### config.mk
export PLATFORM = sky130hd
export DESIGN_NAME = rev16_core
export DESIGN_NICKNAME = d
export VERILOG_FILES = /design/src/rtl/rev16_pkg.sv /design/src/rtl/rev16_decode.sv /design/src/rtl/rev16_alu.sv /design/src/rtl/rev16_regfile.sv /design/src/rtl/rev16_core.sv
export SDC_FILE = /design/constraint.sdc
export NUM_CORES = 2
export LEC_CHECK = 0
export BUFFER_PORTS_ARGS = -buffer_cell sky130_fd_sc_hd__clkbuf_2
export CELL_PAD_IN_SITES_DETAIL_PLACEMENT = 0
export CELL_PAD_IN_SITES_GLOBAL_PLACEMENT = 2
export CORE_MARGIN = 8
export CORE_UTILIZATION = 45
export DETAILED_ROUTE_END_ITERATION = 8
export GPL_TIMING_DRIVEN = 0
export PLACE_DENSITY_LB_ADDON = 0.1
export SLEW_MARGIN = 20
export SYNTH_ARGS = -nofsm -noshare
export SYNTH_HDL_FRONTEND = slang
export SYNTH_SLANG_ARGS = --single-unit
export TNS_END_PERCENT = 100
### constraint.sdc
create_clock -name clk -period 59.2 [get_ports clk]
set_input_delay 11.84 -clock clk [delete_from_list [all_inputs] [get_ports clk]]
set_output_delay 11.84 -clock clk [all_outputs]
set_load 0.005 [all_outputs]
### src/rtl/rev16_pkg.sv
package rev16_pkg;

    localparam int XLEN   = 16;
    localparam int NREG   = 16;
    localparam int RIDX   = $clog2(NREG);
    localparam int SHW    = $clog2(XLEN);
    localparam int IMMW   = 8;
    localparam int STEP_B = XLEN / 8;

    typedef logic [XLEN-1:0] word_t;
    typedef logic [RIDX-1:0] ridx_t;

    typedef enum logic [3:0] {
        OP_ADD    = 4'h0,
        OP_SUB    = 4'h1,
        OP_RORT   = 4'h2,
        OP_ROLT   = 4'h3,
        OP_SHRL   = 4'h4,
        OP_SHLL   = 4'h5,
        OP_AND    = 4'h6,
        OP_OR     = 4'h7,
        OP_MUL    = 4'h8,
        OP_DIV    = 4'h9,
        OP_CMP    = 4'hA,
        OP_JSWAP  = 4'hB,
        OP_XORIMM = 4'hC,
        OP_SWAPRR = 4'hD,
        OP_SWAPRM = 4'hE,
        OP_HALT   = 4'hF
    } opcode_e;

    typedef enum logic [2:0] {
        ST_FETCH,
        ST_EXEC,
        ST_JREAD,
        ST_LOAD,
        ST_STORE,
        ST_STOP
    } state_e;

    typedef struct packed {
        opcode_e         op;
        ridx_t           rd;
        ridx_t           rs;
        ridx_t           rt;
        logic [IMMW-1:0] imm;
    } fields_t;

    function automatic fields_t split_insn(word_t w);
        fields_t f;
        f.op  = opcode_e'(w[15:12]);
        f.rd  = w[11:8];
        f.rs  = w[7:4];
        f.rt  = w[3:0];
        f.imm = w[IMMW-1:0];
        return f;
    endfunction

    // true for every opcode whose result is xor-folded into the first register
    function automatic logic is_fold(opcode_e op);
        return (op <= OP_CMP) || (op == OP_XORIMM);
    endfunction

    function automatic word_t rot_right(word_t a, logic [SHW-1:0] n);
        return (a >> n) | (a << (XLEN - int'(n)));
    endfunction

    function automatic word_t rot_left(word_t a, logic [SHW-1:0] n);
        return (a << n) | (a >> (XLEN - int'(n)));
    endfunction

    function automatic word_t sign_cmp(word_t a, word_t b);
        if ($signed(a) < $signed(b))      return '1;
        else if ($signed(a) > $signed(b)) return word_t'(1);
        else                              return '0;
    endfunction

endpackage

### src/rtl/rev16_decode.sv
module rev16_decode
    import rev16_pkg::*;
(
    input  word_t   insn,
    output fields_t fields,
    output logic    clash
);

    fields_t f;

    always_comb begin
        f = split_insn(insn);
        unique case (f.op)
            OP_SWAPRR, OP_SWAPRM: clash = (f.rd == f.rs);
            OP_XORIMM, OP_HALT:   clash = 1'b0;
            default:              clash = (f.rd == f.rs) || (f.rd == f.rt);
        endcase
    end

    assign fields = f;

endmodule

### src/rtl/rev16_alu.sv
module rev16_alu
    import rev16_pkg::*;
(
    input  opcode_e         op,
    input  word_t           a,
    input  word_t           b,
    input  logic [IMMW-1:0] imm,
    output word_t           fold
);

    logic [SHW-1:0] amt;
    word_t          quot;

    assign amt  = b[SHW-1:0];
    assign quot = (b == '0) ? '0 : (a / b);

    always_comb begin
        unique case (op)
            OP_ADD:    fold = a + b;
            OP_SUB:    fold = a - b;
            OP_RORT:   fold = rot_right(a, amt);
            OP_ROLT:   fold = rot_left(a, amt);
            OP_SHRL:   fold = a >> amt;
            OP_SHLL:   fold = a << amt;
            OP_AND:    fold = a & b;
            OP_OR:     fold = a | b;
            OP_MUL:    fold = a * b;
            OP_DIV:    fold = quot;
            OP_CMP:    fold = sign_cmp(a, b);
            OP_XORIMM: fold = {{(XLEN-IMMW){imm[IMMW-1]}}, imm};
            default:   fold = '0;
        endcase
    end

endmodule

### src/rtl/rev16_regfile.sv
module rev16_regfile #(
    parameter int  N  = 16,
    parameter int  W  = 16,
    localparam int IW = $clog2(N)
) (
    input  logic          clk,
    input  logic          rst,
    input  logic [IW-1:0] ra0,
    input  logic [IW-1:0] ra1,
    input  logic [IW-1:0] ra2,
    output logic [W-1:0]  rd0,
    output logic [W-1:0]  rd1,
    output logic [W-1:0]  rd2,
    input  logic          we0,
    input  logic [IW-1:0] wa0,
    input  logic [W-1:0]  wd0,
    input  logic          we1,
    input  logic [IW-1:0] wa1,
    input  logic [W-1:0]  wd1
);

    logic [W-1:0] q [N];

    always_ff @(posedge clk) begin
        if (rst) begin
            for (int i = 0; i < N; i++) q[i] <= '0;
        end else begin
            if (we1) q[wa1] <= wd1;
            if (we0) q[wa0] <= wd0;
        end
    end

    assign rd0 = q[ra0];
    assign rd1 = q[ra1];
    assign rd2 = q[ra2];

endmodule

### src/rtl/rev16_core.sv
module rev16_core
    import rev16_pkg::*;
#(
    parameter logic [15:0] RESET_PC = 16'h0000
) (
    input  logic        clk,
    input  logic        rst,
    output logic        mem_req,
    output logic        mem_we,
    output logic [15:0] mem_addr,
    output logic [15:0] mem_wdata,
    input  logic [15:0] mem_rdata,
    input  logic        mem_ready,
    output logic        halted,
    output logic        fault
);

    localparam word_t STEP = word_t'(STEP_B);

    state_e  state_q;
    word_t   pc_q, ir_q, hold_q;
    logic    fault_q;

    fields_t f;
    logic    clash;
    word_t   v_d, v_s, v_t, fold;
    word_t   pc_inc;
    logic    ops_equal, tgt_match;

    logic    we0, we1;
    ridx_t   wa0, wa1;
    word_t   wd0, wd1;

    rev16_decode u_dec (
        .insn   (ir_q),
        .fields (f),
        .clash  (clash)
    );

    rev16_regfile #(.N(NREG), .W(XLEN)) u_rf (
        .clk (clk),
        .rst (rst),
        .ra0 (f.rd),
        .ra1 (f.rs),
        .ra2 (f.rt),
        .rd0 (v_d),
        .rd1 (v_s),
        .rd2 (v_t),
        .we0 (we0),
        .wa0 (wa0),
        .wd0 (wd0),
        .we1 (we1),
        .wa1 (wa1),
        .wd1 (wd1)
    );

    rev16_alu u_alu (
        .op   (f.op),
        .a    (v_s),
        .b    (v_t),
        .imm  (f.imm),
        .fold (fold)
    );

    assign pc_inc    = pc_q + STEP;
    assign ops_equal = (v_s == v_t);
    assign tgt_match = (mem_rdata == ir_q);

    // memory request generation
    always_comb begin
        mem_req   = 1'b0;
        mem_we    = 1'b0;
        mem_addr  = pc_q;
        mem_wdata = v_d;
        unique case (state_q)
            ST_FETCH: mem_req = 1'b1;
            ST_JREAD: begin
                mem_req  = 1'b1;
                mem_addr = v_d;
            end
            ST_LOAD: begin
                mem_req  = 1'b1;
                mem_addr = v_s;
            end
            ST_STORE: begin
                mem_req  = 1'b1;
                mem_we   = 1'b1;
                mem_addr = v_s;
            end
            default: ;
        endcase
    end

    // register write ports
    always_comb begin
        we0 = 1'b0;
        wa0 = f.rd;
        wd0 = v_d ^ fold;
        we1 = 1'b0;
        wa1 = f.rs;
        wd1 = v_d;
        unique case (state_q)
            ST_EXEC: begin
                if (!clash) begin
                    if (is_fold(f.op)) begin
                        we0 = 1'b1;
                    end else if (f.op == OP_SWAPRR) begin
                        we0 = 1'b1;
                        wd0 = v_s;
                        we1 = 1'b1;
                    end
                end
            end
            ST_JREAD: begin
                if (mem_ready && tgt_match) begin
                    we0 = 1'b1;
                    wd0 = pc_q;
                end
            end
            ST_STORE: begin
                if (mem_ready) begin
                    we0 = 1'b1;
                    wd0 = hold_q;
                end
            end
            default: ;
        endcase
    end

    // sequencer
    always_ff @(posedge clk) begin
        if (rst) begin
            state_q <= ST_FETCH;
            pc_q    <= RESET_PC;
            ir_q    <= '0;
            hold_q  <= '0;
            fault_q <= 1'b0;
        end else begin
            unique case (state_q)
                ST_FETCH: begin
                    if (mem_ready) begin
                        ir_q    <= mem_rdata;
                        state_q <= ST_EXEC;
                    end
                end
                ST_EXEC: begin
                    if (clash) begin
                        fault_q <= 1'b1;
                        state_q <= ST_STOP;
                    end else begin
                        unique case (f.op)
                            OP_JSWAP: begin
                                if (!ops_equal) begin
                                    pc_q    <= pc_inc;
                                    state_q <= ST_FETCH;
                                end else if (v_d[0]) begin
                                    fault_q <= 1'b1;
                                    state_q <= ST_STOP;
                                end else begin
                                    state_q <= ST_JREAD;
                                end
                            end
                            OP_SWAPRM: state_q <= ST_LOAD;
                            OP_HALT:   state_q <= ST_STOP;
                            default: begin
                                pc_q    <= pc_inc;
                                state_q <= ST_FETCH;
                            end
                        endcase
                    end
                end
                ST_JREAD: begin
                    if (mem_ready) begin
                        if (tgt_match) begin
                            pc_q    <= v_d + STEP;
                            state_q <= ST_FETCH;
                        end else begin
                            fault_q <= 1'b1;
                            state_q <= ST_STOP;
                        end
                    end
                end
                ST_LOAD: begin
                    if (mem_ready) begin
                        hold_q  <= mem_rdata;
                        state_q <= ST_STORE;
                    end
                end
                ST_STORE: begin
                    if (mem_ready) begin
                        pc_q    <= pc_inc;
                        state_q <= ST_FETCH;
                    end
                end
                default: state_q <= ST_STOP;
            endcase
        end
    end

    assign halted = (state_q == ST_STOP);
    assign fault  = fault_q;

endmodule

Word-level counts from Yosys, hierarchy flattened. Memory sizes are Yosys's and may differ from the RTL's. A register that Yosys moved wholly into a read port is not among the register bits. Index checks and enable logic that the tools add are counted.

$add $sub $neg: 5. Multipliers: 1. Divide/modulo/power cells: 1. Order comparisons: 3. Eq/ne operators: 36. Shift-type cells: 4. Multiplexer cells: 67. Bitwise gates (word level): 5. Reductions and logical operators: 20.

Operator list (count): $mux 16 (14); $pmux 16 s12 (1); $pmux 16 s3 (2); $pmux 16 s2 (2); $or 16x16->16 (3); $add 16x2->16 const B (2); $eq 16x16->1 (2); $eq 4x4->1 const B (8); $mux 4 (8); $reduce_or 16->1 (2); $shl 16x32->16 (1); $shr 16x32->16 (1); $mux 1 (27); $mux 3 (8); $add 16x16->16 (1); $and 16x16->16 (1); $div 16x16->16 (1); $eq 4x3->1 const B (4); $gt 16x16->1 (1); $logic_not 16->1 (1); $lt 16x16->1 (1); $mul 16x16->16 (1); $ne 2x2->1 const B (8); $shl 16x4->16 (1); 29 further kinds (41).

Bits in registers: 52. RAM bits: 256. Output and inout bits: 36. Word-level logic and storage cells: 148. Memories: 1.

Memories: u_rf.q (depth 16, bits a word 16, read ports 3, clocked after Yosys merged registers in 3, write ports 16, line rev16_regfile.sv:22) `logic [W-1:0] q [N];`.

Depth between registers and ports, before layout.
Depth in word-level cells: 10. Gate-level depth with buffers: 166. Gate-level depth less buffers: 149.

Modules after synthesis. From an unflattened synthesis, not the netlist that was laid out.

Cells, all modules: 4079. Area total of the unflattened synthesis: 37377.1 sq um.

By module, submodules not included: rev16_regfile (instances 1, cells each 1382, area an instance 17879.6 sq um, sequential area each 7687.4 sq um); rev16_alu (instances 1, cells each 2146, area an instance 15373.5 sq um, sequential area each 0.0 sq um); rev16_core (instances 1, cells each 512, area an instance 3826.2 sq um, sequential area each 1041.0 sq um); rev16_decode (instances 1, cells each 39, area an instance 297.8 sq um, sequential area each 0.0 sq um).

Worst setup path after synthesis. OpenSTA, ideal clock, no wires.

Path kind: register -> register. Start: register (tool-made name). End: memory u_rf.q[2][0] (data pin). Setup time: 266 ps. Data arrival time: 30548 ps. Required time: 58934 ps. Path slack: 28387 ps. Stages on the path, launching flop included: 152. Buffers on the path: 13. Cell sequence: dfxtp_1 buf_2 buf_2 clkbuf_1 mux4_2 a221oi_2 nand4_2 nor4_1 a31oi_1 ha_1 o21ai_0 and2_1 o31ai_1 nand3_1 nor4_1 o22ai_1 ha_1 o21ai_0 [116 not listed] o21a_1 o21ai_1 mux2i_1 ha_1 a21boi_0 o21ai_0 nand2b_1 a211oi_1 o21ai_0 o211ai_1 a21oi_1 a2111oi_0 o21ai_0 a221oi_1 o211ai_1 a21oi_1 clkbuf_1 o2bb2ai_1.

RTL lines (line): end, declared (rev16_regfile.sv:22).

==> results by stage <==
Outcome:
- The flow ran to the end, but the final reports show violations.
- The checks that failed: DRC.

Timing:
- The final critical path time including I/O delays and setup is 42640 ps.
- The worst hold slack across all endpoints is 480.3 ps.
- The final count of hold timing violations is 0.
- Setup repair after global routing left no endpoint under its margin.
- The max-slew violation count is 0.
- In the finished design, the share of the clock period the worst path needs comes to 72.03%.
- The total setup violations reported at the end of the flow is 0.
- Based on the critical path, the design can be clocked at up to 23.45 MHz.
- The worst pin sits at a relative slew slack of 8.554%.
- Across the routed clock network, the largest skew measured is 27.38 ps.
- For the pin with the worst max-slew slack, the measured transition is 1372 ps.
- For the final routed database, the setup TNS stands at 0 ps.
- The final worst-path setup slack is 16560 ps.

Critical path:
- STA classifies the critical path endpoint as a flip-flop.
- The data required time at the worst endpoint is 59460 ps.
- The arrival time of the worst setup path is 42900 ps.
- The critical path is of the flip-flop to flip-flop type.
- The cell type of the slowest stage on the worst timing path is a221oi_4.
- The type of element launching the critical path is a flip-flop.
- In this run the worst path has a maximum fanout of 10.
- In this design, the stage delay of the slowest critical-path cell is 950 ps.

Placement:
- The placed wire-length estimate is 138600 um.
- The final weighted congestion of routability-driven global placement is 1.030.
- The pre-CTS setup slack is 16950 ps.
- After detailed placement, the total cell area comes to 0.03792 sq mm.
- During placement, the flow inserted port buffers numbering 54.

Clock network:
- In this run, CTS created clock tree buffers numbering 34.
- The post-cts repair resize count is 0.
- The clock tree from TritonCTS is built.
- The number of setup buffers added after CTS is 0.
- The later pin in the worst-skew pair is clocked with a latency of 550 ps.
- The number of buffers on the longest clock path is 3.
- The root buffer cell chosen for the clock tree is clkbuf_16.
- The count of H-tree levels built during CTS is 2.
- The post-CTS clock slew at the launch and capture registers of the worst setup and hold paths is 70 ps.
- For this design, the CTS-stage hold fixing added 0 buffers.
- CTS saw 320 sinks.

Floorplan:
- The number of cell rows is 103.
- Once the floorplan was initialized, standard cells occupied 45.27% of the core.
- The die covers 0.08848 sq mm.
- The vertical die dimension is 297.5 um.
- The chip width is 297.5 um.
- The total area inside the core boundary comes to 0.07874 sq mm.
- The number of ports placed on the die boundary is 55.

Layout:
- The area of the multi-input gates is 0.02503 sq mm.
- The total area of sequential cells is 0.008969 sq mm.
- The area growth from synthesis to layout is 9.702%.
- The number of nets in the finished design is 4414.
- The layout has 7669 filler cells.
- The fraction of layout cells with a size suffix above 1 is 14.08%.
- The final design area excluding fillers is 0.03911 sq mm.

Synth:
- Counting every instance in the synthesized netlist gives 3951.
- The total nets after synthesis is 4291.
- During synthesis, Yosys emitted a total of 0 warnings.
- In this run, synthesis inferred 256 flip-flops with an integrated enable.
- The distinct cell type count after synthesis is 92.
- The cell area that synthesis handed to floorplanning was 0.03565 sq mm.
- After synthesis, flip-flops and latches occupy 25.16% of the total area.
- In the synthesized netlist the async set-or-reset flop fraction comes to 0%.
- The mean instance size in the synthesized netlist is 9.022 sq um.
- The predominant post-synthesis flop cell is edfxtp_1.
- The post-synthesis sequential element count is 320.

Detailed routing:
- The first TritonRoute pass finished after 9 iterations.
- The total vias in the final route is 36.57k.
- The number of remaining DRC errors is 3.
- The first routing iteration left 5311 violations.
- Using the TritonRoute via totals, the vias-per-cell ratio works out to 7.100.
- The count of nets left with antenna violations once routing finished came out at 0.
- Dividing the detail-routed wire length by the instance count gives 36.49 um.
- Summed over all layers, the routed wires come to 188000 um.

Power and ir drop:
- The power density relative to cell area is 48.78 mW/mm^2.
- The worst vdd rail ir drop is 0.03905 mV.
- The analysis attributes to cell leakage a power of 14.52 nW.

Global routing:
- The first global-routing pass estimated 260000 um of wire.
- The number of global-route vias before repair is 35.14k.
- The pin count of the biggest net entering global routing is 27.
- The number of antenna violations at the first check in global routing came to 2.
- For this run, the total global-route usage over all layers was measured as 40.54%.
- For this run the aggregate overflow at the end of global routing stands at 0.

Min path:
- The worst min-delay path category is flip-flop to flip-flop.

Job:
- Max-cap violations in this run came to 0.
cells in the mapped netlist (10+ instances only):
cell type	number	area, sq um
edfxtp_1	256	7687
o31ai_1	30	225.2
or3_1	44	275.3
and3_1	16	100.1
fa_1	82	1642
a221o_1	17	170.2
mux2i_1	58	580.6
nor3_1	88	440.4
a2111oi_0	10	87.58
dfxtp_1	64	1281
a211oi_1	27	202.7
xnor2_1	114	998.5
clkbuf_1	204	765.7
o2bb2ai_1	17	148.9
o21ai_0	202	1011
a31oi_1	62	387.9
or2_2	13	81.33
nor4_1	18	112.6
xor2_1	32	280.3
o2111ai_1	13	113.9
a22oi_1	41	307.8
o22ai_1	228	1426
o31a_1	13	113.9
nand3_1	49	245.2
nor2b_1	33	206.5
a21oi_1	314	1572
mux4_2	198	4459
a222oi_1	11	110.1
a21o_1	43	322.8
nand2_1	415	1558
mux2_2	46	518.0
o21a_1	50	375.4
o21ai_1	10	50.05
nor2_1	340	1276
inv_1	190	713.2
nand4_1	25	156.4
buf_1	20	75.07
o211ai_1	27	202.7
buf_2	45	225.2
ha_1	239	2990
nand2b_1	23	143.9
and2_1	28	175.2
a22o_1	38	332.8
worst max-delay path: cells and delay by family, from the launching register on:
kind | cells | cell delay (ps)
AND/OR/NAND/NOR | 34 | 7590
multiplexers | 5 | 1800
AO/OA/AOI/OAI | 82 | 21280
buffers and inverters | 14 | 6610
adder cells (fa/ha/maj) | 15 | 4710
flip-flops | 1 | 300
cells in the final DEF, fill, tap and decap left out, types with 18 or more instances in the layout:
cell type,count
a21o_1,43
ha_1,239
nor4_1,18
a22o_1,38
nand2_1,415
mux2_2,46
edfxtp_1,256
o211ai_1,27
dfxtp_1,64
mux4_2,198
nor2_2,30
inv_1,190
a21oi_1,314
a211oi_1,27
o21a_1,50
nand3_1,49
or3_1,28
clkbuf_2,67
nor3_1,81
o21ai_0,195
mux2i_1,58
a22oi_1,41
xnor2_1,113
o22ai_1,228
fa_1,82
nor2b_1,33
nand2b_1,23
buf_2,48
nor2_1,311
clkbuf_1,194
and2_1,28
o31ai_1,29
xor2_1,32
a31oi_1,59
nand4_1,25
clkbuf_16,36
kinds of logic after synthesis:
logic type,after synthesis,synth area share [%]
mux,305,15.73
compound gates,1253,23.04
xor+xnor,146,3.587
buf+inv,481,5.349
flops,320,25.16
simple gates,1125,14.15
fa+ha+maj,321,12.99
registers in the layout (all words and copies together) (netlist names), named ones only:
name and flops:
ir_q 16, pc_q 16, fault 1, u_rf.q 256, hold_q 16, state_q 3
through the flow:
step	instances	util [%]	total power, W
detailed placement	5086	48.16	0.001636
floorplan	3951	-	0.001235
global route	5149	49.66	0.002027
global placement	5055	47.28	0.001629
finish	5151	49.66	0.001908
CTS	5147	49.61	0.001868
routing by layer:
layer / vias up / global-route usage (%) / wire, um
met3: 787 / 13.41 / 25170
met5: - / 0 / 31
li1: 15264 / - / -
met4: 4 / 27.33 / 16240
met2: 2911 / 60.85 / 79470
met1: 17606 / 49.29 / 67070
power breakdown:
group / internal, W / switching, W
combinational: 0.000534 / 0.000887
sequential: 0.000251 / 0.00000795
clock: 0.000130 / 0.0000982
worst paths after layout:
check	startpoint	to	slack (ps)	depth (start not counted)
worst max register to register	flip-flop	u_rf.q[9][0]	16560	150
worst min register to register	hold_q[13]	hold_q[13]	480	2
worst min-delay path	hold_q[13]	hold_q[13]	480	2
worst max-delay path	flip-flop	u_rf.q[9][0]	16560	150
layout make-up:
class	instances	share of cell area, %
antenna	2	0.01280
tap	1050	3.360
sequential	320	22.93
buffer	277	2.969
multi-input combinational	3150	64.01
timing repair buffer	87	1.843
clock inverter	21	0.5407
inverter	204	1.961
clock buffer	40	2.368
Power figures use the tool's default switching activity.
